--- src/rtl/mcuSeqPkg.sv ---
package mcuSeqPkg;

  localparam int FAMILY_FULL = 0;

  localparam logic [7:0] OP_RETSKIP = 8'h49;
  localparam logic [7:0] OP_RET     = 8'h48;
  localparam logic [7:0] OP_INT_ON  = 8'h31;
  localparam logic [7:0] OP_INT_OFF = 8'h01;

  typedef enum logic [3:0] {
    CLS_NOP     = 4'd0,
    CLS_LDZ     = 4'd1,
    CLS_LI      = 4'd2,
    CLS_JMPCAL  = 4'd3,
    CLS_CZP     = 4'd4,
    CLS_JCP     = 4'd5,
    CLS_RET     = 4'd6,
    CLS_RETSKIP = 4'd7,
    CLS_SINGLE  = 4'd8,
    CLS_GROUP   = 4'd9
  } opClass_t;

  // strobes from control to datapath
  typedef struct packed {
    logic argPhase;  // current byte is an operand
    logic opLoad;    // current byte is an opcode
    logic complete;  // instruction ends on this edge
    logic issue;     // complete and not dropped
  } seqStrobe_t;

  function automatic logic isTwoByte(input logic [7:0] op);
    return (op[7:2] == 6'h05) || (op[7:4] == 4'hA) || (op == 8'h1E);
  endfunction

  function automatic logic isIllegal(input logic [7:0] op);
    return (op == 8'h1C) || (op == 8'h45);
  endfunction

  function automatic logic isExtended(input logic [7:0] op);
    logic hit;
    case (op)
      8'h01, 8'h05, 8'h14, 8'h1A, 8'h1D, 8'h1F, 8'h30, 8'h31,
      8'h42, 8'h43, 8'h46, 8'h47, 8'h4A, 8'h4B, 8'h4C, 8'h4D,
      8'h4E, 8'h4F: hit = 1'b1;
      default: hit = (op[7:2] == 6'h08) || (op[7:2] == 6'h17) ||
                     (op[7:2] == 6'h1B) || (op[7:2] == 6'h1F);
    endcase
    return hit;
  endfunction

  function automatic opClass_t baseClass(input logic [7:0] op);
    opClass_t c;
    case (op[7:4])
      4'h8: c = CLS_LDZ;
      4'h9: c = CLS_LI;
      4'hA: c = CLS_JMPCAL;
      4'hB: c = CLS_CZP;
      4'hC, 4'hD, 4'hE, 4'hF: c = CLS_JCP;
      default: begin
        if (op == 8'h00 || isIllegal(op))      c = CLS_NOP;
        else if (op == OP_RET)                 c = CLS_RET;
        else if (op == OP_RETSKIP)             c = CLS_RETSKIP;
        else if (op[7:5] == 3'b000 || op[7:2] == 6'h0C || op[7:4] == 4'h4)
                                               c = CLS_SINGLE;
        else                                   c = CLS_GROUP;
      end
    endcase
    return c;
  endfunction

endpackage

--- src/rtl/mcuSeqCtrl.sv ---
module mcuSeqCtrl
  import mcuSeqPkg::*;
#(
  parameter int STEP_W = 16
) (
  input  logic              clk,
  input  logic              rstN,
  input  logic              skipReq,
  input  logic              twoByteRaw,
  input  logic              curRetSkip,
  output seqStrobe_t        str,
  output logic [STEP_W-1:0] stepCount
);

  typedef enum logic {ST_OP, ST_ARG} phase_t;

  phase_t phase;
  logic   skipFlag;
  logic   skipEff;

  assign skipEff = skipFlag | skipReq;

  always_comb begin
    str.argPhase = (phase == ST_ARG);
    str.opLoad   = (phase == ST_OP);
    str.complete = (phase == ST_ARG) || !twoByteRaw;
    str.issue    = str.complete && !skipEff;
  end

  always_ff @(posedge clk) begin
    if (!rstN) begin
      phase     <= ST_OP;
      skipFlag  <= 1'b0;
      stepCount <= '0;
    end else begin
      phase     <= (phase == ST_OP && twoByteRaw) ? ST_ARG : ST_OP;
      // a completing instruction consumes any pending skip
      skipFlag  <= str.complete ? (str.issue && curRetSkip) : skipEff;
      stepCount <= stepCount + 1'b1;
    end
  end

  // operand phase always lasts exactly one step
  assert_arg_then_op_R3: assert property (@(posedge clk) disable iff (!rstN)
    (phase == ST_ARG) |=> (phase == ST_OP));

  // a dropped instruction leaves no skip pending
  assert_skip_consumed_R4: assert property (@(posedge clk) disable iff (!rstN)
    (str.complete && !str.issue) |=> !skipFlag);

  // one step per cycle
  assert_step_count_R12: assert property (@(posedge clk) disable iff (!rstN)
    rstN |=> (stepCount == $past(stepCount) + 1'b1));

endmodule

--- src/rtl/mcuSeqPath.sv ---
module mcuSeqPath
  import mcuSeqPkg::*;
#(
  parameter int PC_W   = 11,
  parameter int FAMILY = FAMILY_FULL
) (
  input  logic            clk,
  input  logic            rstN,
  input  seqStrobe_t      str,
  input  logic [7:0]      romData,
  output logic [PC_W-1:0] romAddr,
  output logic            twoByteRaw,
  output logic            curRetSkip,
  output logic            issueValid,
  output logic [7:0]      issueOp,
  output logic [7:0]      issueArg,
  output opClass_t        issueClass,
  output logic            issueAccLoad,
  output logic            issueIllegal,
  output logic            issueWarn,
  output logic            intEnable
);

  localparam bit REDUCED = (FAMILY != FAMILY_FULL);

  logic [PC_W-1:0] pc;
  logic [7:0]      opReg;
  logic [7:0]      lastOp;
  logic [7:0]      curOp;
  logic [7:0]      curArg;
  logic            curSuppress;
  logic            curIllegal;

  assign romAddr     = pc;
  assign curOp       = str.argPhase ? opReg : romData;
  assign curArg      = str.argPhase ? romData : 8'h00;
  assign twoByteRaw  = isTwoByte(romData);
  assign curRetSkip  = (curOp == OP_RETSKIP);
  assign curIllegal  = isIllegal(curOp);
  assign curSuppress = REDUCED && isExtended(curOp);

  always_ff @(posedge clk) begin
    if (!rstN) begin
      pc           <= '0;
      opReg        <= 8'h00;
      lastOp       <= 8'h00;
      issueValid   <= 1'b0;
      issueOp      <= 8'h00;
      issueArg     <= 8'h00;
      issueClass   <= CLS_NOP;
      issueAccLoad <= 1'b0;
      issueIllegal <= 1'b0;
      issueWarn    <= 1'b0;
      intEnable    <= 1'b1;
    end else begin
      pc         <= pc + 1'b1;
      issueValid <= str.issue;
      if (str.opLoad)   opReg  <= romData;
      if (str.complete) lastOp <= curOp;
      if (str.issue) begin
        issueOp      <= curOp;
        issueArg     <= curArg;
        issueClass   <= (curSuppress || curIllegal) ? CLS_NOP : baseClass(curOp);
        issueAccLoad <= (curOp[7:4] == 4'h9) && (lastOp[7:4] != 4'h9);
        issueIllegal <= curIllegal;
        issueWarn    <= curSuppress;
        if (!curSuppress) begin
          if (curOp == OP_INT_ON)       intEnable <= 1'b1;
          else if (curOp == OP_INT_OFF) intEnable <= 1'b0;
        end
      end
    end
  end

  // one byte consumed per cycle, counter wraps
  assert_pc_step_R2: assert property (@(posedge clk) disable iff (!rstN)
    rstN |=> (pc == $past(pc) + 1'b1));

  // a warned opcode never reaches a real handler
  assert_warn_is_nop_R10: assert property (@(posedge clk) disable iff (!rstN)
    (issueValid && issueWarn) |-> (issueClass == CLS_NOP));

  // an undefined opcode never reaches a real handler
  assert_illegal_is_nop_R9: assert property (@(posedge clk) disable iff (!rstN)
    (issueValid && issueIllegal) |-> (issueClass == CLS_NOP));

  // full family never warns
  assert_full_no_warn_R10: assert property (@(posedge clk) disable iff (!rstN)
    (issueValid && !REDUCED) |-> !issueWarn);

endmodule

--- src/rtl/mcuFetchSeq.sv ---
module mcuFetchSeq
  import mcuSeqPkg::*;
#(
  parameter int PC_W   = 11,
  parameter int STEP_W = 16,
  parameter int FAMILY = FAMILY_FULL
) (
  input  logic              clk,
  input  logic              rstN,
  output logic [PC_W-1:0]   romAddr,
  input  logic [7:0]        romData,
  input  logic              skipReq,
  output logic              issueValid,
  output logic [7:0]        issueOp,
  output logic [7:0]        issueArg,
  output logic [3:0]        issueClass,
  output logic              issueAccLoad,
  output logic              issueIllegal,
  output logic              issueWarn,
  output logic              intEnable,
  output logic [STEP_W-1:0] stepCount
);

  seqStrobe_t str;
  logic       twoByteRaw;
  logic       curRetSkip;
  opClass_t   classReg;

  assign issueClass = classReg;

  mcuSeqCtrl #(.STEP_W(STEP_W)) u_ctrl (
    .clk       (clk),
    .rstN      (rstN),
    .skipReq   (skipReq),
    .twoByteRaw(twoByteRaw),
    .curRetSkip(curRetSkip),
    .str       (str),
    .stepCount (stepCount)
  );

  mcuSeqPath #(.PC_W(PC_W), .FAMILY(FAMILY)) u_path (
    .clk         (clk),
    .rstN        (rstN),
    .str         (str),
    .romData     (romData),
    .romAddr     (romAddr),
    .twoByteRaw  (twoByteRaw),
    .curRetSkip  (curRetSkip),
    .issueValid  (issueValid),
    .issueOp     (issueOp),
    .issueArg    (issueArg),
    .issueClass  (classReg),
    .issueAccLoad(issueAccLoad),
    .issueIllegal(issueIllegal),
    .issueWarn   (issueWarn),
    .intEnable   (intEnable)
  );

endmodule

--- config.mk ---
export PLATFORM = sky130hd
export DESIGN_NAME = mcuFetchSeq
export DESIGN_NICKNAME = d
export VERILOG_FILES = /design/src/rtl/mcuSeqPkg.sv /design/src/rtl/mcuSeqCtrl.sv /design/src/rtl/mcuSeqPath.sv /design/src/rtl/mcuFetchSeq.sv
export SDC_FILE = /design/constraint.sdc
export NUM_CORES = 1
export LEC_CHECK = 0
export BUFFER_PORTS_ARGS = -buffer_cell sky130_fd_sc_hd__buf_2
export CORE_MARGIN = 2
export CORE_UTILIZATION = 43
export CTS_CLUSTER_DIAMETER = 60
export DETAILED_ROUTE_END_ITERATION = 8
export GPL_TIMING_DRIVEN = 0
export PLACE_DENSITY = 0.69
export SETUP_SLACK_MARGIN = 0.2
export SYNTH_ARGS = -nofsm -noshare
export SYNTH_HDL_FRONTEND = slang
export SYNTH_SLANG_ARGS = --single-unit
--- constraint.sdc ---
create_clock -name clk -period 5.32 [get_ports clk]
set_clock_uncertainty 0.15 [all_clocks]
set_input_delay 0.532 -clock clk [delete_from_list [all_inputs] [get_ports clk]]
set_output_delay 0.532 -clock clk [all_outputs]
set_load 0.02 [all_outputs]
Word-level counts from Yosys, hierarchy flattened

Cells that the tools add are included.

Add/subtract/negate cells: 2
Multiply operators: 0
Divide/modulo/power cells: 0
Magnitude comparators: 0
Eq/ne operators: 20
Shift-type cells: 0
Multiplexer cells: 12
Bitwise operators: 2
Reductions and logical operators: 18

Operators by type and width:

| operator                                                         | count |
|---|---|
| 4-bit == test (second input constant)                            | 9 |
| 8-bit by 7-bit == test with 1-bit output (second input constant) | 3 |
| 4-bit one-hot mux with 5 select lines                            | 1 |
| 16-bit by 1-bit adder with 16-bit output (second input constant) | 1 |
| 8-bit by 5-bit == test with 1-bit output (second input constant) | 2 |
| 4-bit two-way mux                                                | 4 |
| 8-bit two-way mux                                                | 2 |
| 11-bit by 1-bit adder with 11-bit output (second input constant) | 1 |
| 8-bit by 1-bit == test with 1-bit output (second input constant) | 1 |
| 8-bit by 6-bit == test with 1-bit output (second input constant) | 1 |
| 8-bit zero test                                                  | 1 |
| 1-bit logical OR                                                 | 7 |
| 6-bit by 3-bit == test with 1-bit output (second input constant) | 1 |
| 6-bit by 4-bit == test with 1-bit output (second input constant) | 1 |
| 1-bit two-way mux                                                | 5 |
| 4-bit by 3-bit == test with 1-bit output (second input constant) | 1 |
| 1-bit logical AND                                                | 4 |
| 4-bit != test (second input constant)                            | 1 |
| 4-bit OR reduction                                               | 1 |
| 3-bit zero test                                                  | 1 |
| 1-bit zero test                                                  | 2 |
| 2-bit AND reduction                                              | 1 |
| 2-bit nonzero test                                               | 1 |
| 1-bit inverter                                                   | 1 |
| 1-bit OR                                                         | 1 |

Register bits: 69
Bits in latches: 0
Memory bits (writable): 0
ROM bits: 0
Input bits: 11
Output and inout port bits: 52
Word-level logic and storage cells: 67
Memories kept: 0

Depth between registers and ports, before layout

Word-level depth: 10
Gate-level depth with buffers: 8

Modules after synthesis

Synthesis repeated with hierarchy kept, for this count alone.

Cell total of the unflattened synthesis: 326
Area total of the unflattened synthesis: 2,950.3 µm²

By module, submodules not included:

| module     | times used | cells each | area each (µm²) | sequential area each (µm²) |
|---|---|---|---|---|
| mcuSeqPath | 1          | 236        | 2,132.0         | 940.9 |
| mcuSeqCtrl | 1          | 90         | 818.3           | 360.3 |

Worst setup path after synthesis

No wires, ideal clock.

Path kind: input to register
Start: input romData[0]
End: register u_path.issueClass[0]
Setup time: 96 ps
Data arrival time: 1,766 ps
Data required time: 5,074 ps
Slack: 3,309 ps
Cell stages on the path: 5
Path through: nand2b_1 -> a2111oi_0 -> o21a_2 -> or4_4 -> o41ai_2

Cells in the longest elaborated chain, start to end: 7

Ends and longest elaborated chain:

| element                                                          | line                             | text |
|---|---|---|
| from (decl)                                                      | mcuFetchSeq.sv:11                | `input logic [7:0] romData,` |
| 8-bit two-way mux                                                | n/a                              |  |
| 8-bit by 7-bit == test with 1-bit output (tied with other cells) | mcuSeqPkg.sv:62                  | `else if (op == OP_RETSKIP) c = CLS_RETSKIP;` |
| 4-bit two-way mux / 1-bit logical OR (equally long branches)     | mcuSeqPkg.sv:62, mcuSeqPkg.sv:36 |  |
| 4-bit two-way mux / 1-bit logical OR (equally long branches)     | mcuSeqPkg.sv:61, mcuSeqPkg.sv:60 |  |
| 4-bit two-way mux                                                | mcuSeqPkg.sv:60                  | `if (op == 8'h00 \|\| isIllegal(op)) c = CLS_NOP;` |
| 4-bit one-hot mux with 5 select lines                            | mcuSeqPkg.sv:53                  | `case (op[7:4])` |
| 4-bit two-way mux                                                | mcuSeqPath.sv:63                 | `issueClass <= (curSuppress \|\| curIllegal) ? CLS_NOP : baseClass(curOp);` |
| to (signal assigned)                                             | mcuSeqPath.sv:63                 |  |
| to (decl)                                                        | mcuSeqPath.sv:17                 | `output opClass_t issueClass,` |

Several ways; a longest one is shown, not always the timed one.
A chain may end at the register's enable or synchronous reset.

Worst setup path in the final report

Start: register u_ctrl.phase
End: register u_path.issueClass[3]

Cells in the longest elaborated chain, start to end: 7

Ends and longest elaborated chain:

| element                                                          | line                             | text |
|---|---|---|
| from (decl)                                                      | mcuSeqCtrl.sv:17                 | `phase_t phase;` |
| from (signal assigned)                                           | mcuSeqCtrl.sv:36                 | `phase <= (phase == ST_OP && twoByteRaw) ? ST_ARG : ST_OP;` |
| 8-bit two-way mux                                                | n/a                              |  |
| 8-bit by 7-bit == test with 1-bit output (tied with other cells) | mcuSeqPkg.sv:62                  |  |
| 4-bit two-way mux / 1-bit logical OR (equally long branches)     | mcuSeqPkg.sv:62, mcuSeqPkg.sv:36 |  |
| 4-bit two-way mux / 1-bit logical OR (equally long branches)     | mcuSeqPkg.sv:61, mcuSeqPkg.sv:60 |  |
| 4-bit two-way mux                                                | mcuSeqPkg.sv:60                  |  |
| 4-bit one-hot mux with 5 select lines                            | mcuSeqPkg.sv:53                  |  |
| 4-bit two-way mux                                                | mcuSeqPath.sv:63                 |  |

Several ways; a longest one is shown, not always the timed one.

==> out/summary.txt <==
Outcome - finished clean
Drt drc - 0
IO buf count - 61
Largest net degree at the start of global routing - 11
M2 GR Usage - 31.1%
Area occupied by registers - 1300 sq um
Drt wl/cell - 14.5 um
Post-Route Setup TNS - 0 ns
Die height - 84.5 um
Final period util - 44.4%
Util after Layout - 53.4%
Slowest cell on the critical path - mux2i_1
Max cap viols - 0
Commonest non-fill, non-tap cells in the layout - 65 x dfxtp_1, 62 x buf_2, 45 x nor2_1
Final WS setup - 2.96 ns
Nets - 393
End of the critical path - u_path.issueClass[3]$_SDFFE_PN0P_
Routability cong. - 0.873
Share of cells above drive strength 1 - 23.2%
Final min period - 2.36 ns
Seq/Total Area, Yosys - 46.7%
Worst Tran Pin Value - 0.733 ns
EDFF count, synth - 0
Clk_lat worst skew - 0.33 ns
Worst reg-to-reg setup slack - 2.96 ns
Max Root-Sink Buffers - 2
Post-DP Area - 3190 sq um
Post-route ant nets - 0
CTS tree - built
Fillers - 615
Max H-tree Level - 3
Hold_buf cts - 0
Global-route wire length before repair - 11200 um
Post_cts resized - 0
Layout Cell Area excl Fill - 3370 sq um
WS Path Type - reg2reg
Multi-input gate area - 1380 sq um
Post-CTS setup buffer count - 0
Crit path from - u_ctrl.phase$_SDFF_PN0_
Worst Setup End Kind - flop
Post-DP HPWL - 4820 um
Top Ports - 63
Critical path required time - 5.39 ns
Pwr Density - 305 nW/um^2
Syn Std Cell Area - 2790 sq um
Final Instance Count excl. Fillers - 460
Hold Slack - 0.310 ns
First-iteration detailed-routing DRC count - 98
Largest stage delay, worst path - 0.63 ns
Worst EP arrival - 2.43 ns
Vias per inst - 5.50
Leakage power - 1.40 nW
Place WS - 2.95 ns
Syn nets - 321
Reg2Reg Depth - 7
GRT met1 Usage - 25.4%
Busiest grt layer - met2
Synth warnings - 0
Drt first pass iters - 4
Syn Area/Cell - 9.05 sq um
Core area - 6310 sq um
Die width - 84.5 um
Yosys cell types - 53
Starting density of the core - 44.2%
Tot Pwr - 1.03 mW
Num CTS Buffers - 9
Grt met3 use - 3.64%
Vias in the first global route - 2351
Die area - 7140 sq um
Slew margin rel. - 49.7%
Ys async rst share - 0%
Gr usage total - 19.1%
Worst vdd ir - 0.000174 V
Placed Cells - 446
DR vias - 2530
RSZ-0062 raised after global routing - false
Top_reg_cell synth - dfxtp_1
Initial antenna violation count - 0
Final wirelength - 6680 um
Post-Syn Instances - 308
Core Rows - 29
Min-delay worst type - reg2reg
Total congestion overflow - 0
Synthesis-stage register bit count - 65
Critical-path cell list - buf_6 -> buf_8 -> mux2i_1 -> o21ai_1 -> nor4b_1 -> or2_2 -> o31ai_1
Final Max Slew Viols - 0
Stages on the worst setup path - 7
FMAX - 0.424 GHz
Buf/Inv on CP - 2
Worst-path clk slew - 0.07 ns
Startpoint Class - flop
Commonest non-fill, non-tap cell in the layout - dfxtp_1
# diodes - 0
Hold Vio Cnt, Final - 0
RR Endpoint - u_path.issueClass[3]$_SDFFE_PN0P_
P&R area growth vs syn - 21.0%
CP Max Fanout - 10
# setup viols final - 0
Critical R2R Launch - u_ctrl.phase$_SDFF_PN0_
Largest delay share family, worst path - simple AND/OR/NAND/NOR gates
Clock root cell - clkbuf_8
Clock sink total - 65
layout make-up:
class / count / area share (%)
Tap cell: 77 / 2.86
Buffer: 18 / 2.93
Clock inverter: 3 / 1.26
Multi-Input combinational cell: 222 / 40.8
Timing Repair Buffer: 61 / 9.05
Clock buffer: 11 / 4.19
Sequential cell: 65 / 38.6
Inverter: 3 / 0.334
synth_stat cells (2+ instances only):
library cell | number | area, sq um
dfxtp_1 | 65 | 1300
nor2_1 | 45 | 169
a21oi_1 | 25 | 125
nand3_1 | 22 | 110
xor2_1 | 17 | 149
o21ai_0 | 14 | 70.1
clkbuf_1 | 12 | 45.0
a211oi_1 | 11 | 82.6
nand2_1 | 10 | 37.5
nor3_1 | 9 | 45.0
xnor2_1 | 6 | 52.6
mux2i_1 | 5 | 50.1
nand4_1 | 5 | 31.3
and2_1 | 4 | 25.0
and3_1 | 4 | 25.0
inv_1 | 3 | 11.3
nor3b_1 | 3 | 22.5
o211ai_1 | 3 | 22.5
or2_2 | 3 | 18.8
a21o_1 | 2 | 15.0
and4_1 | 2 | 17.5
buf_6 | 2 | 22.5
ha_1 | 2 | 25.0
mux2i_2 | 2 | 27.5
nor4_1 | 2 | 12.5
nor4b_1 | 2 | 17.5
nor4bb_1 | 2 | 20.0
worst reg2reg max path, delay by kind of cell (launching register included):
kind | cells | cell delay, ns
DFF | 1 | 0.32
AOI/OAI and AO/OA | 2 | 0.23
and+or+nand+nor | 2 | 0.66
muxes | 1 | 0.64
buffers and inverters | 2 | 0.26
registers in the layout, summed over array words and instances (netlist names), 4 cells and up:
| name | cells |
|---|---|
| u_path.issueClass | 4 |
| u_ctrl.stepCount | 16 |
| u_path.issueArg | 8 |
| u_path.opReg | 8 |
| u_path.lastOp | 4 |
| u_path.issueOp | 8 |
| u_path.romAddr | 11 |
power by group:
| group | internal (mW) | leakage [nW] | switching, mW |
|---|---|---|---|
| combinational | 0.0377 | 0.777 | 0.0709 |
| sequential | 0.505 | 0.531 | 0.0125 |
| clock | 0.223 | 0.0913 | 0.178 |
| total | 0.766 | 1.40 | 0.261 |
metal layers:
layer | vias to the layer above | share of wire [%] | routed length, um
li1 | 1240 | - | -
met1 | 1199 | 46 | 3100
met2 | 82 | 47 | 3140
met3 | 9 | 5.2 | 349
met4 | 0 | 1.3 | 90
met5 | - | 0 | 0
how the worst min path moves through the flow:
stage,from,to,slack (ns),cells past startpoint
detailed placement,u_ctrl.stepCount[0]$_SDFF_PN0_,u_ctrl.stepCount[0]$_SDFF_PN0_,0.30,1
CTS,u_ctrl.stepCount[0]$_SDFF_PN0_,u_ctrl.stepCount[0]$_SDFF_PN0_,0.31,1
finish,u_ctrl.stepCount[0]$_SDFF_PN0_,u_ctrl.stepCount[0]$_SDFF_PN0_,0.31,1
global placement,u_path.romAddr[0]$_SDFF_PN0_,u_path.romAddr[0]$_SDFF_PN0_,0.29,1
global route,u_ctrl.stepCount[0]$_SDFF_PN0_,u_ctrl.stepCount[0]$_SDFF_PN0_,0.33,1
floorplan,u_path.lastOp[6]$_SDFFE_PN0N_,u_path.lastOp[6]$_SDFFE_PN0N_,0.28,1
logic make-up (layout without fill, tap and decap cells):
group | Yosys count | count (layout) | synth area share (%)
buf+inv | 21 | 96 | 3.95
simple gates | 120 | 120 | 22.2
xor+xnor | 23 | 23 | 7.23
flops | 65 | 65 | 46.7
compound gates | 69 | 69 | 16.1
mux | 7 | 7 | 2.78
other cells | 1 | 1 | 0.135
fa+ha+maj | 2 | 2 | 0.898
Power figures use the tool's default switching activity.
